<file path="config.mk">
export PLATFORM = sky130hd
export DESIGN_NAME = interval_timer
export DESIGN_NICKNAME = d
export VERILOG_FILES = /design/src/rtl/itmr_pkg.sv /design/src/rtl/itmr_regs.sv /design/src/rtl/itmr_counter.sv /design/src/rtl/interval_timer.sv
export SDC_FILE = /design/constraint.sdc
export NUM_CORES = 1
export LEC_CHECK = 0
export CAP_MARGIN = 0
export CORE_ASPECT_RATIO = 0.5
export CORE_MARGIN = 3
export CORE_UTILIZATION = 38
export CTS_CLUSTER_DIAMETER = 80
export DETAILED_ROUTE_END_ITERATION = 12
export GPL_TIMING_DRIVEN = 1
export MAX_ROUTING_LAYER = met4
export SETUP_SLACK_MARGIN = 0.5
export SLEW_MARGIN = 20
export SYNTH_ARGS = -nofsm -noshare
export SYNTH_HDL_FRONTEND = slang
export SYNTH_HIERARCHICAL = 1
export SYNTH_SLANG_ARGS = --single-unit
</file>
<file path="constraint.sdc">
create_clock -name clk -period 2.2 [get_ports clk]
set_input_delay 0.44 -clock clk [delete_from_list [all_inputs] [get_ports clk]]
set_output_delay 0.44 -clock clk [all_outputs]
set_load 0.02 [all_outputs]
</file>
<file path="src/rtl/itmr_pkg.sv">
package itmr_pkg;

    localparam int SEL_W = 3;

    localparam logic [SEL_W-1:0] SEL_STATUS = 3'd0;
    localparam logic [SEL_W-1:0] SEL_CTRL   = 3'd1;
    localparam logic [SEL_W-1:0] SEL_PER_LO = 3'd2;
    localparam logic [SEL_W-1:0] SEL_PER_HI = 3'd3;
    localparam logic [SEL_W-1:0] SEL_SNP_LO = 3'd4;
    localparam logic [SEL_W-1:0] SEL_SNP_HI = 3'd5;

    localparam int CTL_IE_BIT    = 0;
    localparam int CTL_CONT_BIT  = 1;
    localparam int CTL_START_BIT = 2;
    localparam int CTL_STOP_BIT  = 3;

    localparam int STS_TO_BIT  = 0;
    localparam int STS_RUN_BIT = 1;

endpackage

</file>
<file path="src/rtl/itmr_regs.sv">
module itmr_regs
    import itmr_pkg::*;
#(
    parameter int HALF_W = 16,
    localparam int CNT_W = 2 * HALF_W
) (
    input  logic              clk,
    input  logic              rst_n,
    input  logic              wr,
    input  logic [SEL_W-1:0]  sel,
    input  logic [HALF_W-1:0] wdata,
    input  logic              expire,
    input  logic [CNT_W-1:0]  count,
    output logic              to_q,
    output logic              ie_q,
    output logic              cont_q,
    output logic [HALF_W-1:0] per_lo_q,
    output logic [HALF_W-1:0] per_hi_q,
    output logic [HALF_W-1:0] snp_lo_q,
    output logic [HALF_W-1:0] snp_hi_q,
    output logic [CNT_W-1:0]  period_nxt,
    output logic              start_cmd,
    output logic              stop_cmd,
    output logic              reload_cmd
);

    typedef struct packed {
        logic              to;
        logic              ie;
        logic              cont;
        logic [HALF_W-1:0] per_lo;
        logic [HALF_W-1:0] per_hi;
        logic [HALF_W-1:0] snp_lo;
        logic [HALF_W-1:0] snp_hi;
    } regs_t;

    regs_t r_q, r_d;

    always_comb begin
        r_d        = r_q;
        start_cmd  = 1'b0;
        stop_cmd   = 1'b0;
        reload_cmd = 1'b0;
        if (wr) begin
            case (sel)
                SEL_STATUS: r_d.to = 1'b0;
                SEL_CTRL: begin
                    r_d.ie    = wdata[CTL_IE_BIT];
                    r_d.cont  = wdata[CTL_CONT_BIT];
                    start_cmd = wdata[CTL_START_BIT];
                    stop_cmd  = wdata[CTL_STOP_BIT];
                end
                SEL_PER_LO: begin
                    r_d.per_lo = wdata;
                    reload_cmd = 1'b1;
                end
                SEL_PER_HI: begin
                    r_d.per_hi = wdata;
                    reload_cmd = 1'b1;
                end
                SEL_SNP_LO, SEL_SNP_HI: begin
                    r_d.snp_lo = count[HALF_W-1:0];
                    r_d.snp_hi = count[CNT_W-1:HALF_W];
                end
                default: ;
            endcase
        end
        if (expire) begin
            r_d.to = 1'b1;
        end
        period_nxt = {r_d.per_hi, r_d.per_lo};
    end

    always_ff @(posedge clk or negedge rst_n) begin
        if (!rst_n) begin
            r_q <= '0;
        end else begin
            r_q <= r_d;
        end
    end

    assign to_q     = r_q.to;
    assign ie_q     = r_q.ie;
    assign cont_q   = r_q.cont;
    assign per_lo_q = r_q.per_lo;
    assign per_hi_q = r_q.per_hi;
    assign snp_lo_q = r_q.snp_lo;
    assign snp_hi_q = r_q.snp_hi;

endmodule

</file>
<file path="src/rtl/itmr_counter.sv">
module itmr_counter #(
    parameter int CNT_W = 32
) (
    input  logic             clk,
    input  logic             rst_n,
    input  logic             start_cmd,
    input  logic             stop_cmd,
    input  logic             reload_cmd,
    input  logic             cont,
    input  logic [CNT_W-1:0] period,
    output logic             run_q,
    output logic [CNT_W-1:0] cnt_q,
    output logic             expire
);

    typedef struct packed {
        logic             run;
        logic [CNT_W-1:0] cnt;
    } ctr_t;

    ctr_t c_q, c_d;

    always_comb begin
        c_d    = c_q;
        expire = 1'b0;
        if (c_q.run) begin
            if (c_q.cnt == '0) begin
                expire = 1'b1;
                c_d.cnt = period;
                if (!cont) begin
                    c_d.run = 1'b0;
                end
            end else begin
                c_d.cnt = c_q.cnt - CNT_W'(1);
            end
        end
        if (start_cmd && !c_q.run) begin
            c_d.run = 1'b1;
        end
        if (stop_cmd && c_q.run) begin
            c_d.run = 1'b0;
        end
        if (reload_cmd) begin
            c_d.run = 1'b0;
            c_d.cnt = period;
        end
    end

    always_ff @(posedge clk or negedge rst_n) begin
        if (!rst_n) begin
            c_q <= '0;
        end else begin
            c_q <= c_d;
        end
    end

    assign run_q = c_q.run;
    assign cnt_q = c_q.cnt;

endmodule

</file>
<file path="src/rtl/interval_timer.sv">
module interval_timer
    import itmr_pkg::*;
#(
    parameter int ADDR_W = 5,
    parameter int BUS_W  = 32,
    parameter int HALF_W = 16
) (
    input  logic              clk,
    input  logic              rst_n,
    input  logic              bus_wr,
    input  logic [ADDR_W-1:0] bus_addr,
    input  logic [BUS_W-1:0]  bus_wdata,
    output logic [BUS_W-1:0]  bus_rdata,
    output logic              irq
);

    localparam int CNT_W  = 2 * HALF_W;
    localparam int PAD_W  = BUS_W - HALF_W;

    logic [SEL_W-1:0]  sel;
    logic              to_q, ie_q, cont_q, run_q, expire;
    logic [HALF_W-1:0] per_lo_q, per_hi_q, snp_lo_q, snp_hi_q;
    logic [CNT_W-1:0]  period_nxt, cnt_q;
    logic              start_cmd, stop_cmd, reload_cmd;
    logic              unused_bits;

    assign sel         = bus_addr[SEL_W+1:2];
    assign unused_bits = ^{bus_addr, bus_wdata};

    itmr_regs #(.HALF_W(HALF_W)) regs_i (
        .clk        (clk),
        .rst_n      (rst_n),
        .wr         (bus_wr),
        .sel        (sel),
        .wdata      (bus_wdata[HALF_W-1:0]),
        .expire     (expire),
        .count      (cnt_q),
        .to_q       (to_q),
        .ie_q       (ie_q),
        .cont_q     (cont_q),
        .per_lo_q   (per_lo_q),
        .per_hi_q   (per_hi_q),
        .snp_lo_q   (snp_lo_q),
        .snp_hi_q   (snp_hi_q),
        .period_nxt (period_nxt),
        .start_cmd  (start_cmd),
        .stop_cmd   (stop_cmd),
        .reload_cmd (reload_cmd)
    );

    itmr_counter #(.CNT_W(CNT_W)) ctr_i (
        .clk        (clk),
        .rst_n      (rst_n),
        .start_cmd  (start_cmd),
        .stop_cmd   (stop_cmd),
        .reload_cmd (reload_cmd),
        .cont       (cont_q),
        .period     (period_nxt),
        .run_q      (run_q),
        .cnt_q      (cnt_q),
        .expire     (expire)
    );

    always_comb begin
        bus_rdata = '0;
        case (sel)
            SEL_STATUS: begin
                bus_rdata[STS_TO_BIT]  = to_q;
                bus_rdata[STS_RUN_BIT] = run_q;
            end
            SEL_CTRL: begin
                bus_rdata[CTL_IE_BIT]   = ie_q;
                bus_rdata[CTL_CONT_BIT] = cont_q;
            end
            SEL_PER_LO: bus_rdata = {{PAD_W{1'b0}}, per_lo_q};
            SEL_PER_HI: bus_rdata = {{PAD_W{1'b0}}, per_hi_q};
            SEL_SNP_LO: bus_rdata = {{PAD_W{1'b0}}, snp_lo_q};
            SEL_SNP_HI: bus_rdata = {{PAD_W{1'b0}}, snp_hi_q};
            default:    bus_rdata = '0;
        endcase
    end

    assign irq = to_q & ie_q;

endmodule

</file>
======== Yosys cells after proc, flatten, opt, wreduce, memory -nomap -nowiden ========
Index checks and enable logic that the tools add are counted.
operators by class
  add/sub/neg operators ................... 1
  equality and inequality tests ........... 5
  muxes and demuxes ....................... 24
  bitwise logic cells ..................... 1
  reductions and logical operators ........ 13
operators by type and width
  cell                                                                  number
  67-bit 2-to-1 mux                                                     1
  33-bit 2-to-1 mux                                                     2
  32-bit 2-to-1 mux                                                     2
  14-bit case mux with 4 select lines                                   1
  32-bit logical NOT                                                    1
  16-bit 2-to-1 mux                                                     2
  32-bit by 1-bit subtractor with 32-bit output, second input constant  1
  1-bit 2-to-1 mux                                                      14
  2-bit case mux with 6 select lines                                    1
  3-bit by 2-bit == test with 1-bit output, second input constant       2
  3-bit == test, second input constant                                  2
  2-bit AND reduction                                                   3
  2-bit nonzero test                                                    3
  2-bit OR reduction                                                    2
  3-bit by 1-bit == test with 1-bit output, second input constant       1
  3-bit logical NOT                                                     1
  1-bit logical AND                                                     2
  2-bit 2-to-1 mux                                                      1
  1-bit bitwise AND                                                     1
  1-bit logical NOT                                                     1
word-level totals
  flip-flop bits (word level) ............. 100

======== Longest topological paths before layout ========
Gate-level depths: netlist (run 1).
  depth in word-level cells ............... 9
  mapped depth ............................ 9
  depth with buffers taken out ............ 8

======== Hierarchy ========
Netlist (run 1), hierarchy kept.
by module, submodules not included
  module          times used  cells an instance  area an instance (µm²)  sequential area each (µm²)
  itmr_regs       1           148                2555.0                  1676.6
  itmr_counter    1           258                2189.6                  825.8
  interval_timer  1           106                794.5                   0.0

======== Worst setup path after synthesis (run 1) ========
Ideal clock, no wire load.
  path kind ............................... flip-flop to flip-flop
  from .................................... register ctr_i.c_q, in the netlist ctr_i/cnt_q[9]
  to ...................................... register ctr_i.c_q, in the netlist ctr_i/cnt_q[17]
  setup time .............................. 0.123 ns
  arrival ................................. 2.275 ns
  required time ........................... 2.077 ns
  setup slack ............................. -0.198 ns
  cell stages (with the launch flop) ...... 8
  clock period less this slack ............ 2.398 ns
  cell sequence ........................... dfrtp_1 -> or4_4 -> or4_4 -> or3_1 -> buf_6 -> nor2_2 -> a31oi_1 -> o221a_1
on the way
  word-level cells in the longest chain between the ends .. 4
ends and longest elaborated chain
  item                                                                                        line                                    source
  start, declared                                                                             itmr_counter.sv:21                      ctr_t c_q, c_d;
  start signal, assigned                                                                      itmr_counter.sv:51                      c_q <= '0;
  start signal, assigned                                                                      itmr_counter.sv:53                      c_q <= c_d;
  32-bit by 1-bit subtractor with 32-bit output / 32-bit logical NOT (equally long branches)  itmr_counter.sv:34, itmr_counter.sv:27
  32-bit 2-to-1 mux (*)                                                                       itmr_counter.sv:27                      if (c_q.cnt == '0) begin
  33-bit 2-to-1 mux (*)                                                                       itmr_counter.sv:26                      if (c_q.run) begin
  33-bit 2-to-1 mux (*)                                                                       itmr_counter.sv:43                      if (reload_cmd) begin
Mark *: on every way between the ends. The rest lies on a longest branch, timed or not. The select of a mux whose other input is x is not followed.
A chain may end at the register's enable or synchronous reset.

======== Final worst setup path (run 1) ========
  from .................................... register ctr_i.c_q, in the netlist ctr_i/cnt_q[10]
  to ...................................... register ctr_i.c_q, in the netlist ctr_i/cnt_q[17]
Same word-level chain as after synthesis.

==> reports/metrics.yaml, run 1 <==
timing:
  rsz0062_at_grt: "true"
  clock_skew_ns: 0.00849
  min_period_ns: 2.49
  slew_violations: 0
  clock.fmax_mhz: 402
  min_period_over_period_pct: 113
  hold_viol_final: 0
  hold_ws_ns: 0.504
  finalSetupViolations: 34
  setup_slack_ns: -0.290
critical_path:
  max_stage_delay_ns: 0.54
  r2r-start: "ctr_i/cnt_q[10]"
  slowest_stage: "or4_4"
  end_kind: "flip-flop"
  cpMostUsedCell: "or4_4"
  cp.buffers_inverters: 2
  r2r_cells: 8
  critical_path.startpoint_type: "flip-flop"
  worstPathRequired_ns: 2.48
  crit_path_cell_trace: "or4_4, or4_4, buf_6, nor3_4, nor2_2, buf_4, a31oi_1, o221a_1"
  path_max_fanout: 4
  arrival_ns: 2.77
  r2r_slack_ns: -0.29
  crit_family: "simple AND/OR/NAND/NOR gates"
  worst-setup-path-type: "reg -> reg"
  rr_endpoint: "ctr_i/cnt_q[17]"
floorplanning:
  io_pins: 73
  core_area_um2: 13900
  dieArea_um2: 16100
  placementRows: 30
  start_util_pct: 39.9
  dieHeight_um: 91.4
  die_w_um: 177
pwr:
  clock_power_share_pct: 24.8
  ir_worst_vdd_mv: 0.344
  p_int_mw: 4.47
  p_per_area_nw_per_um2: 793
  power_leakage_nw: 3.52
  switchingPower_mw: 2.03
  swShare_pct: 31.2
  power_mw: 6.50
  comb_power_share_pct: 33.7
  p_seq_share_pct: 41.5
global_routing:
  grt_max_degree: 60
  grt_usage_pct: 22.7
  antenna_found_initial: 0
  grt_pass1_wl_mm: 27.4
  grt_overflow: 0
  grt_pass1_vias: 4750
routing:
  drt_iter0_markers: 374
  wl_per_cell_um: 20.5
  vias: 4892
  drt-pass1-iter-count: 5
  avgViaCountPerCell: 5.56
  detail-route-antenna-nets: 0
  routed_wl_mm: 18.1
  drc_errors: 0
synthesis:
  synth_cells: 512
  yosys_register_bits: 100
  synth_edf_count: 0
  synthFlopType: "dfrtp_1"
  synth_area_per_cell_um2: 10.8
  synth.cell_area_um2: 5540
  postSynth.asyncResetShare_pct: 100
  synth_warnings: 6
  ys_seq_area_share_pct: 45.2
  ys_types: 67
cells_and_area:
  area_growth_pct: 48.0
  final_nets: 725
  drive_above_1_share_pct: 49.0
  num_antenna_cells: 0
  final_cells: 880
  final_cell_area_um2: 8200
placed_design:
  gp_congestion: 0.904
  placed_cell_area_um2: 6890
  io_buffers: 38
  dp.cells: 825
  dp_hpwl_mm: 11.8
clock_network:
  clk_latency_ns: 0.34
  cts_tree: "done"
  htreeDepth: 3
  cts_buffer_depth: 2
  clk_pin_slew_worst_paths_ns: 0.07
  cts-root-buf: "clkbuf_16"
  cts_sinks: 100
  numCtsBuffers: 9
hold_path:
  hold_class: "reg -> reg"
  hp-start: "regs_i/snp_lo_q[1]"
  worstHoldPathCells: 1
  whs_endpoint: "regs_i/snp_lo_q[1]"
run_status:
  status: "finished, violations left"
  violations: "negative setup slack"
job:
  cap_violations: 0
[flip-flops by register name (all words and copies together) (netlist names)]
register and flops:
regs_i/snp_hi_q 16, ctr_i/run_q 1, regs_i/per_hi_q 16, regs_i/to_q 1, ctr_i/cnt_q 32, regs_i/snp_lo_q 16
regs_i/ie_q 1, regs_i/cont_q 1, regs_i/per_lo_q 16
[cell usage after synthesis, drive strengths merged (2+ instances only)]
master,instances,area share (%)
mux2,66,13
o22ai,18,2.0
o32ai,2,0.32
a21o,3,0.41
o21ai,8,0.72
nor2b,6,0.68
dfrtp,100,45
xor2,2,0.32
a31oi,7,0.79
nor4,14,1.8
buf,34,4.4
nand3b,6,0.81
o41ai,3,0.47
o31a,4,0.63
a221oi,6,1.2
a311oi,6,0.95
mux2i,29,5.2
nand2b,4,0.45
nor3b,3,0.41
o21a,3,0.41
o2bb2ai,2,0.32
a211oi,3,0.41
or3,6,0.68
nand2,17,1.2
nand3,11,0.99
inv,14,0.95
and2,16,1.8
ha,2,0.45
o31ai,3,0.41
clkbuf,9,0.61
xnor2,5,0.79
nor2,36,2.5
a21oi,15,1.5
nand4,2,0.23
and4bb,2,0.45
o22a,2,0.32
or4,7,1.1
nand4b,2,0.43
nor3,17,1.7
[power by group through the flow]
stage | Sequential [mW] | Combinational [mW] | Clock, mW
after floorplan | 2.65 | 1.07 | 0
after global placement | 2.65 | 1.83 | 0
after detailed placement | 2.67 | 1.86 | 0
after CTS | 2.66 | 2.06 | 1.64
after global routing | 2.75 | 2.35 | 1.72
final | 2.70 | 2.19 | 1.61
[kinds of logic (layout without fill, tap and decap cells)]
logic type | after synthesis | count (layout) | synth area share [%]
buf+inv | 58 | 218 | 6.08
mux | 95 | 95 | 18.7
xor+xnor | 7 | 7 | 1.11
other cells | 1 | 16 | 0.0677
compound gates | 94 | 94 | 12.3
fa+ha+maj | 2 | 2 | 0.452
simple gates | 155 | 156 | 16.2
flops | 100 | 100 | 45.2
[final cells by class]
cell class	count	area, µm²
Fill cell	1172	5690
Sequential cell	100	2500
Inverter	15	56.3
Tap cell	192	240
Timing Repair Buffer	187	1880
Clock inverter	4	47.5
Clock buffer	12	256
Multi-Input combinational cell	370	3210
[worst max path at each step]
stage	depth (start not counted)	startpoint	slack, ns	end
2_1_floorplan	7	ctr_i/cnt_q[9]	-0.20	ctr_i/cnt_q[17]
3_3_place_gp	6	bus_addr[4]	-0.63	bus_rdata[14]
3_5_place_dp	6	bus_addr[4]	-0.66	bus_rdata[14]
4_1_cts	8	ctr_i/cnt_q[26]	-0.22	ctr_i/cnt_q[31]
5_1_grt	7	ctr_i/cnt_q[10]	-0.35	ctr_i/cnt_q[5]
6_report	8	ctr_i/cnt_q[10]	-0.29	ctr_i/cnt_q[17]
[repair_timing]
action	4_1_cts	5_1_grt
buffers inserted	21	13
hold endpoints to repair	18	0
hold buffers	1	0
pin swaps	33	34
endpoints found under the setup margin	109	52
resized for setup	197	60
gates cloned	4	0
[stage by stage]
| step | setup WS (ns) | util, % | TNS [ns] |
|---|---|---|---|
| finish | -0.290 | 59.0 | -5.48 |
| global route | -0.355 | 59.0 | -7.75 |
| CTS | -0.225 | 56.5 | -4.82 |
| detailed placement | -0.659 | 49.6 | -19.50 |
| global placement | -0.633 | 49.6 | -17.85 |
| floorplan | -0.198 | - | -1.75 |
[placed cells by master, fill, tap and decap left out, types with 12 or more instances in the layout]
cell,n
nand2_1,15
clkdlybuf4s50_1,17
and2_4,12
mux2i_1,20
nor3_1,14
buf_12,14
inv_1,14
mux2_2,65
buf_4,102
dfrtp_1,100
conb_1,16
buf_6,43
nor2_1,24
[per-layer routing]
metal  global-route usage [%]  vias up  share of wire, %
met4                     4.83        0               1.0
met5                        -        -                 0
li1                         -     2229                 -
met3                     6.31       13               7.6
met2                     31.3      184                42
met1                     33.2     2466                49
No activity file was read; power rests on OpenSTA's default activity.
==> run 2, diff against run 1 <==
--- a/config.mk
+++ b/config.mk
@@ -5,14 +5,17 @@
 export SDC_FILE = /design/constraint.sdc
 export NUM_CORES = 1
 export LEC_CHECK = 0
+export ABC_CLOCK_PERIOD_IN_PS = 2200
 export CAP_MARGIN = 0
 export CORE_ASPECT_RATIO = 0.5
 export CORE_MARGIN = 3
-export CORE_UTILIZATION = 38
+export CORE_UTILIZATION = 50
 export CTS_CLUSTER_DIAMETER = 80
 export DETAILED_ROUTE_END_ITERATION = 12
 export GPL_TIMING_DRIVEN = 1
 export MAX_ROUTING_LAYER = met4
+export PLACE_DENSITY = 0.76
+export RECOVER_POWER = 50
 export SETUP_SLACK_MARGIN = 0.5
 export SLEW_MARGIN = 20
 export SYNTH_ARGS = -nofsm -noshare
==> reports/metrics.yaml, run 2 (synthesized netlist as in run 1, its figures left out) <==
run_status:
  status: "finished, violations left"  # unchanged
  violations: "max-capacitance violations, max-slew violations, negative setup slack"  # was negative setup slack
clock_network:
  clk_latency_ns: 0.35  # was 0.34 ns
  cts_hold_buf: 0  # was 1
  cts-root-buf: "clkbuf_16"  # unchanged
  htreeDepth: 3  # unchanged
  cts_tree: "done"  # unchanged
  cts_buffer_depth: 2  # unchanged
  clk_pin_slew_worst_paths_ns: 0.08  # was 0.07 ns
  cts_sinks: 100  # unchanged
  numCtsBuffers: 9  # unchanged
pwr:
  power_mw: 6.74  # was 6.50 mW
  p_per_area_nw_per_um2: 830  # was 793 nW/µm²
  ir_worst_vdd_mv: 0.449  # was 0.344 mV
  power_leakage_nw: 3.51  # was 3.52 nW
global_routing:
  grt.met3_usage_pct: 8.50  # was 6.31%
  grt_pass1_vias: 5346  # was 4,750
  grt_use_met1_pct: 41.0  # was 33.2%
  grt_pass1_wl_mm: 29.1  # was 27.4 mm
  grt_max_degree: 75  # was 60
  grt_usage_pct: 31.3  # was 22.7%
  busiest_layer: "met2"  # was met1
  grt_overflow: 0  # unchanged
  met2_usage_pct: 48.2  # was 31.3%
  antenna_found_initial: 0  # unchanged
cells_and_area:
  num_antenna_cells: 0  # unchanged
  area_growth_pct: 46.6  # was 48.0%
  final_nets: 721  # was 725
  largest_register_ffs: 32  # unchanged
  mostFrequentLayoutCells: "108 x buf_4, 100 x dfrtp_1, 61 x mux2_2, 43 x buf_6, 26 x mux2i_1"  # was 102 x buf_4, 100 x dfrtp_1, 65 x mux2_2, 43 x buf_6, 24 x nor2_1
  final_common_cell: "buf_4"  # unchanged
  fin_util_pct: 77.3  # was 59.0%
  drive_above_1_share_pct: 50.1  # was 49.0%
critical_path:
  critical_path.startpoint_type: "flip-flop"  # unchanged
  cpMostUsedCell: "or4_4"  # unchanged
  r2r_cells: 8  # unchanged
  worst-setup-path-type: "reg -> reg"  # unchanged
  arrival_ns: 2.77  # about the same
  crit_family: "simple AND/OR/NAND/NOR gates"  # unchanged
  r2r_slack_ns: -0.30  # was -0.29 ns
  cp.buffers_inverters: 2  # unchanged
  max_stage_delay_ns: 0.53  # was 0.54 ns
  crit_path_cell_trace: "or4_4, or4_4, buf_6, buf_4, nor3_4, or4_1, o21ai_4, a31oi_1"  # was or4_4, or4_4, buf_6, nor3_4, nor2_2, buf_4, a31oi_1, o221a_1
  r2r-start: "ctr_i/cnt_q[9]"  # was ctr_i/cnt_q[10]
  end_kind: "flip-flop"  # unchanged
  worstPathRequired_ns: 2.47  # was 2.48 ns
  slowest_stage: "or4_4"  # unchanged
  rr_endpoint: "ctr_i/cnt_q[19]"  # was ctr_i/cnt_q[17]
  path_max_fanout: 3  # was 4
timing:
  clock.fmax_mhz: 401  # was 402 MHz
  timing_worst_slew_pin_value_ns: 1.52
  rsz0062_at_grt: "true"  # unchanged
  slew_headroom_pct: -1.50
  setup_slack_ns: -0.295  # was -0.290 ns
  min_period_ns: 2.50  # was 2.49 ns
  slew_violations: 28  # was 0
  min_period_over_period_pct: 113  # about the same
  hold_viol_final: 0  # unchanged
  clock_skew_ns: 0.0116  # was 0.00849 ns
  finalSetupViolations: 34  # unchanged
floorplanning:
  die_w_um: 155  # was 177 µm
  dieArea_um2: 12500  # was 16,100 µm²
  core_area_um2: 10500  # was 13,900 µm²
  placementRows: 26  # was 30
  start_util_pct: 52.7  # was 39.9%
  io_pins: 73  # unchanged
  dieHeight_um: 80.4  # was 91.4 µm
placed_design:
  gp_congestion: 0.972  # was 0.904
  io_buffers: 38  # unchanged
  dp_hpwl_mm: 12.0  # was 11.8 mm
routing:
  routed_wl_mm: 19.6  # was 18.1 mm
  vias: 5276  # was 4,892
  drt_iter0_markers: 619  # was 374
  detail-route-antenna-nets: 0  # unchanged
  wl_per_cell_um: 23.8  # was 20.5 µm
  drc_errors: 0  # unchanged
  avgViaCountPerCell: 6.40  # was 5.56
  drt-pass1-iter-count: 6  # was 5
hold_path:
  hold_class: "in -> async"  # was reg -> reg
job:
  cap_violations: 1  # was 0
[run 2: changes by cell type in the layout (fill, tap and decap cells not counted), sizes merged]
cell,before,now
buf,168,165
clkbuf,12,11
clkdlybuf4s15,1,0
clkdlybuf4s50,17,16
clkinv,3,4
dlygate4sd2,0,1
dlygate4sd3,1,0
dlymetal6s2s,0,1
inv,14,15
nand2b,5,4
[run 2: layer usage]
layer  share of wire [%]  vias up
met1                  41     2616
met5                   0        -
met4                 4.2        0
met3                  10       90
met2                  44      361
li1                    -     2209
[run 2: worst register-to-register path, cell delays in order, from the launching register on]
cell and delay [ns]:
dfrtp_1 0.39, or4_4 0.52, or4_4 0.53, buf_6 0.15
buf_4 0.14, nor3_4 0.23, or4_1 0.25, o21ai_4 0.08
a31oi_1 0.13
[run 2: through the flow]
step	hold slack (ns)	instances	worst slack (ns)	area, µm²	TNS (ns)
after detailed placement	0.376	779	-0.599	6890	-23.51
after global placement	0.372	779	-0.553	6890	-21.33
final	0.443	824	-0.295	8120	-6.43
after floorplan	0.144	527	-0.198	5660	-1.75
after CTS	0.00660	820	-0.262	7830	-6.33
after global routing	0.527	824	-0.356	8120	-8.01
[run 2: final cells by class]
cell class | instances | area (µm²)
Tap cell | 140 | 175
Clock buffer | 10 | 239
Timing Repair Buffer | 184 | 1750
Multi-Input combinational cell | 369 | 3320
Clock inverter | 6 | 72.6
Sequential cell | 100 | 2500
Fill cell | 603 | 2390
Inverter | 15 | 56.3
[run 2: worst max-delay path by stage]
stage,from,end,slack [ns],cells after the start
2_1_floorplan,ctr_i/cnt_q[9],ctr_i/cnt_q[17],-0.20,7
3_3_place_gp,bus_addr[4],ctr_i/cnt_q[12],-0.55,8
3_5_place_dp,bus_addr[4],bus_rdata[1],-0.60,5
4_1_cts,ctr_i/cnt_q[8],ctr_i/cnt_q[27],-0.26,6
5_1_grt,ctr_i/cnt_q[8],ctr_i/cnt_q[21],-0.36,8
6_report,ctr_i/cnt_q[9],ctr_i/cnt_q[19],-0.30,8
[run 2: repair_timing]
action	4_1_cts	5_1_grt
pin swaps	22	15
buffers inserted	24	4
gates cloned	1	0
setup endpoints to repair	106	60
resized for setup	207	57
[run 2: power by group]
part / leakage [nW] / total, mW / internal, mW / switching, mW
clock network: 0.149 / 1.66 / 0.924 / 0.732
logic: 2.20 / 2.35 / 1.19 / 1.15
registers: 1.16 / 2.74 / 2.34 / 0.399
total: 3.51 / 6.74 / 4.46 / 2.28
==> run 3, diff against run 2 <==
--- a/config.mk
+++ b/config.mk
@@ -5,16 +5,17 @@
 export SDC_FILE = /design/constraint.sdc
 export NUM_CORES = 1
 export LEC_CHECK = 0
+export ABC_AREA = 1
 export ABC_CLOCK_PERIOD_IN_PS = 2200
 export CAP_MARGIN = 0
 export CORE_ASPECT_RATIO = 0.5
 export CORE_MARGIN = 3
-export CORE_UTILIZATION = 50
+export CORE_UTILIZATION = 52
 export CTS_CLUSTER_DIAMETER = 80
 export DETAILED_ROUTE_END_ITERATION = 12
-export GPL_TIMING_DRIVEN = 1
+export GPL_TIMING_DRIVEN = 0
 export MAX_ROUTING_LAYER = met4
-export PLACE_DENSITY = 0.76
+export PLACE_DENSITY = 0.78
 export RECOVER_POWER = 50
 export SETUP_SLACK_MARGIN = 0.5
 export SLEW_MARGIN = 20
==> reports/metrics.yaml, run 3 <==
synthesis:
  yosys_register_bits: 100  # unchanged
  synth_top_cell_by_area: "dfrtp_1"  # unchanged
  synthFlopType: "dfrtp_1"  # unchanged
  ys_seq_area_share_pct: 39.0  # was 45.2%
  synth.cell_area_um2: 6420  # was 5540 µm²
  synth_simple_gate_area_share_pct: 41.2  # was 16.2%
  synth_top_family_by_area: "simple AND/OR/NAND/NOR gates"  # was multiplexers
  yosysTopAreaCellShare_pct: 39.0  # was 45.2%
  synth_compound_area_share_pct: 6.88  # was 12.3%
  synth_warnings: 6  # unchanged
  ys_types: 34  # was 67
  synth_edf_count: 0  # unchanged
  synth_fa_ha_area_share_pct: 0.390  # was 0.452%
  synth_xor_area_share_pct: 2.18  # was 1.11%
  synthMuxAreaShare_pct: 0  # was 18.7%
  synth_common_cells: "296 x nand2_1, 101 x nor2_1, 100 x dfrtp_1"  # was 100 x dfrtp_1, 66 x mux2_2, 35 x nor2_1
  postSynth.asyncResetShare_pct: 100  # unchanged
  synth_area_per_cell_um2: 7.24  # was 10.8 µm²
  synth_most_common_cell: "nand2_1"  # was dfrtp_1
  synthTopCellsByArea: "dfrtp_1 39%, nand2_1 17%, nand3_1 7.3%"  # was dfrtp_1 45%, mux2_2 13%, mux2i_1 5.2%
  synth_cells: 886  # was 512
run_status:
  status: "finished, final reports clean"  # was finished, violations left
global_routing:
  grt_pass1_vias: 6359  # was 5,346
  grt_max_degree: 78  # was 75
  grt_pass1_wl_mm: 37.5  # was 29.1 mm
  grt_overflow: 0  # unchanged
  grt_usage_pct: 37.5  # was 31.3%
  antenna_found_initial: 2  # was 0
timing:
  setup_slack_ns: 0.229  # was -0.295 ns
  clock.fmax_mhz: 507  # was 401 MHz
  hold_viol_final: 0  # unchanged
  min_period_ns: 1.97  # was 2.50 ns
  clock_skew_ns: 0.00932  # was 0.0116 ns
  rsz0062_at_grt: "true"  # unchanged
  hold_ws_ns: 0.417  # was 0.443 ns
  slew_violations: 0  # was 28
  min_period_over_period_pct: 89.6  # was 113%
  finalSetupViolations: 0  # was 34
cells_and_area:
  final_common_cell: "nand2_1"  # was buf_4
  register_area_um2: 2540  # was 2500 µm²
  largest_register_ffs: 32  # unchanged
  final_cell_area_um2: 8790  # was 8120 µm²
  area_growth_pct: 36.9  # was 46.6%
  fin_util_pct: 76.3  # was 77.3%
  fillers: 827  # was 603
  multi_input_area_um2: 3830  # was 3320 µm²
  final_nets: 1079  # was 721
  mostFrequentLayoutCells: "276 x nand2_1, 105 x buf_4, 75 x nand3_1, 68 x dfrtp_1, 66 x nor2_1"  # was 108 x buf_4, 100 x dfrtp_1, 61 x mux2_2, 43 x buf_6, 26 x mux2i_1
  drive_above_1_share_pct: 33.8  # was 50.1%
job:
  cap_violations: 0  # was 1
critical_path:
  worst-setup-path-type: "in -> out"  # was reg -> reg
  r2r-start: "ctr_i/cnt_q[8]"  # was ctr_i/cnt_q[9]
  r2r_slack_ns: 0.29  # was -0.30 ns
  end_kind: "primary output"  # was flip-flop
  worstPathRequired_ns: 1.76  # was 2.47 ns
  critical_path.startpoint_type: "input pin"  # was flip-flop
  critPathLaunch: "bus_addr[2]"  # was ctr_i/cnt_q[9]
  arrival_ns: 1.53  # was 2.77 ns
  r2r_cells: 9  # was 8
  path_max_fanout: 6  # was 3
  rr_endpoint: "ctr_i/cnt_q[10]"  # was ctr_i/cnt_q[19]
floorplanning:
  placementRows: 27  # was 26
  core_area_um2: 11500  # was 10,500 µm²
  io_pins: 73  # unchanged
  start_util_pct: 55.7  # was 52.7%
  die_w_um: 163  # was 155 µm
  dieHeight_um: 84.6  # was 80.4 µm
  dieArea_um2: 13800  # was 12,500 µm²
hold_path:
  whs_endpoint: "regs_i/to_q"
  worstHoldPathCells: 5
  hp-start: "bus_addr[2]"
  hold_class: "in -> reg"  # was in -> async
placed_design:
  dp_slack_ns: -0.958  # was -0.599 ns
  placed_cell_area_um2: 7100  # was 6890 µm²
  gp_congestion: 0.996  # was 0.972
  dp_hpwl_mm: 16.6  # was 12.0 mm
  io_buffers: 38  # unchanged
routing:
  routed_wl_mm: 26.3  # was 19.6 mm
  avgViaCountPerCell: 6.04  # was 6.40
  drt-pass1-iter-count: 6  # unchanged
  detail-route-antenna-nets: 0  # unchanged
  wl_per_cell_um: 21.9  # was 23.8 µm
  vias: 7263  # was 5,276
  drt_iter0_markers: 1236  # was 619
  drc_errors: 0  # unchanged
clock_network:
  htreeDepth: 3  # unchanged
  cts_tree: "done"  # unchanged
  numCtsBuffers: 9  # unchanged
  cts_sinks: 100  # unchanged
  clk_latency_ns: 0.36  # was 0.35 ns
  clk_pin_slew_worst_paths_ns: 0.08  # about the same
  cts_buffer_depth: 2  # unchanged
  cts-root-buf: "clkbuf_16"  # unchanged
pwr:
  ir_worst_vdd_mv: 0.583  # was 0.449 mV
  p_per_area_nw_per_um2: 1140  # was 830 nW/µm²
  power_leakage_nw: 4.36  # was 3.51 nW
-- run 3: worst max-delay path by stage --
stage / endpoint / slack (ns) / cells past startpoint
3_3_place_gp: regs_i/snp_lo_q[10] / -3.18 / 1
2_1_floorplan: bus_rdata[6] / 0.48 / 7
4_1_cts: bus_rdata[11] / 0.25 / 10
3_5_place_dp: bus_rdata[9] / -0.96 / 6
5_1_grt: ctr_i/cnt_q[29] / 0.13 / 13
6_report: bus_rdata[1] / 0.23 / 8
-- run 3: area by class of cell --
cell class	instances	area share, %
multi-input combinational	683	43.6
sequential	100	28.9
timing repair buffer	124	13.0
buffer	60	5.87
inverter	59	2.66
clock buffer	9	2.56
tap	159	2.26
clock inverter	7	1.04
antenna	2	0.0570
-- run 3: through the flow --
step / std cells / power [mW] / setup TNS, ns
6_report: 1203 / 10.0 / 0
3_5_place_dp: 1099 / 6.29 / -27.88
5_1_grt: 1203 / 10.4 / 0
2_1_floorplan: 901 / 5.11 / 0
3_3_place_gp: 1098 / 6.22 / -344.50
4_1_cts: 1168 / 8.83 / 0
-- run 3: kinds of logic after synthesis --
| group | count (synthesis) |
|---|---|
| other cells | 1 |
| simple gates | 578 |
| xor+xnor | 16 |
| fa+ha+maj | 2 |
| flops | 100 |
| compound gates | 70 |
| buf+inv | 119 |
-- run 3: worst max-delay path: stages --
cell     delay [ns]
buf_8          0.10
buf_6          0.13
inv_2          0.08
nand3_4        0.13
buf_6          0.16
o21a_1         0.17
a21oi_2        0.16
buf_4          0.16
-- run 3: what timing repair did --
item,4_1_cts,5_1_grt
gates cloned,6,2
buffers inserted,46,31
pin swaps,26,40
hold endpoints to repair,23,0
gates resized for setup,247,96
hold buffers,1,0
endpoints found under the setup margin,54,50
-- run 3: layer usage --
metal | track usage, % | part of all wire [%]
met1 | 53.2 | 41
met3 | 12.0 | 15
met2 | 52.1 | 40
met5 | - | 0
met4 | 8.83 | 4.1
-- run 3: report_power, final --
| group | leakage, nW | switching (mW) | total (mW) | internal (mW) |
|---|---|---|---|---|
| Sequential | 1.25 | 0.683 | 3.14 | 2.46 |
| Clock | 0.152 | 0.801 | 1.71 | 0.913 |
| Combinational | 2.96 | 3.25 | 5.17 | 1.92 |
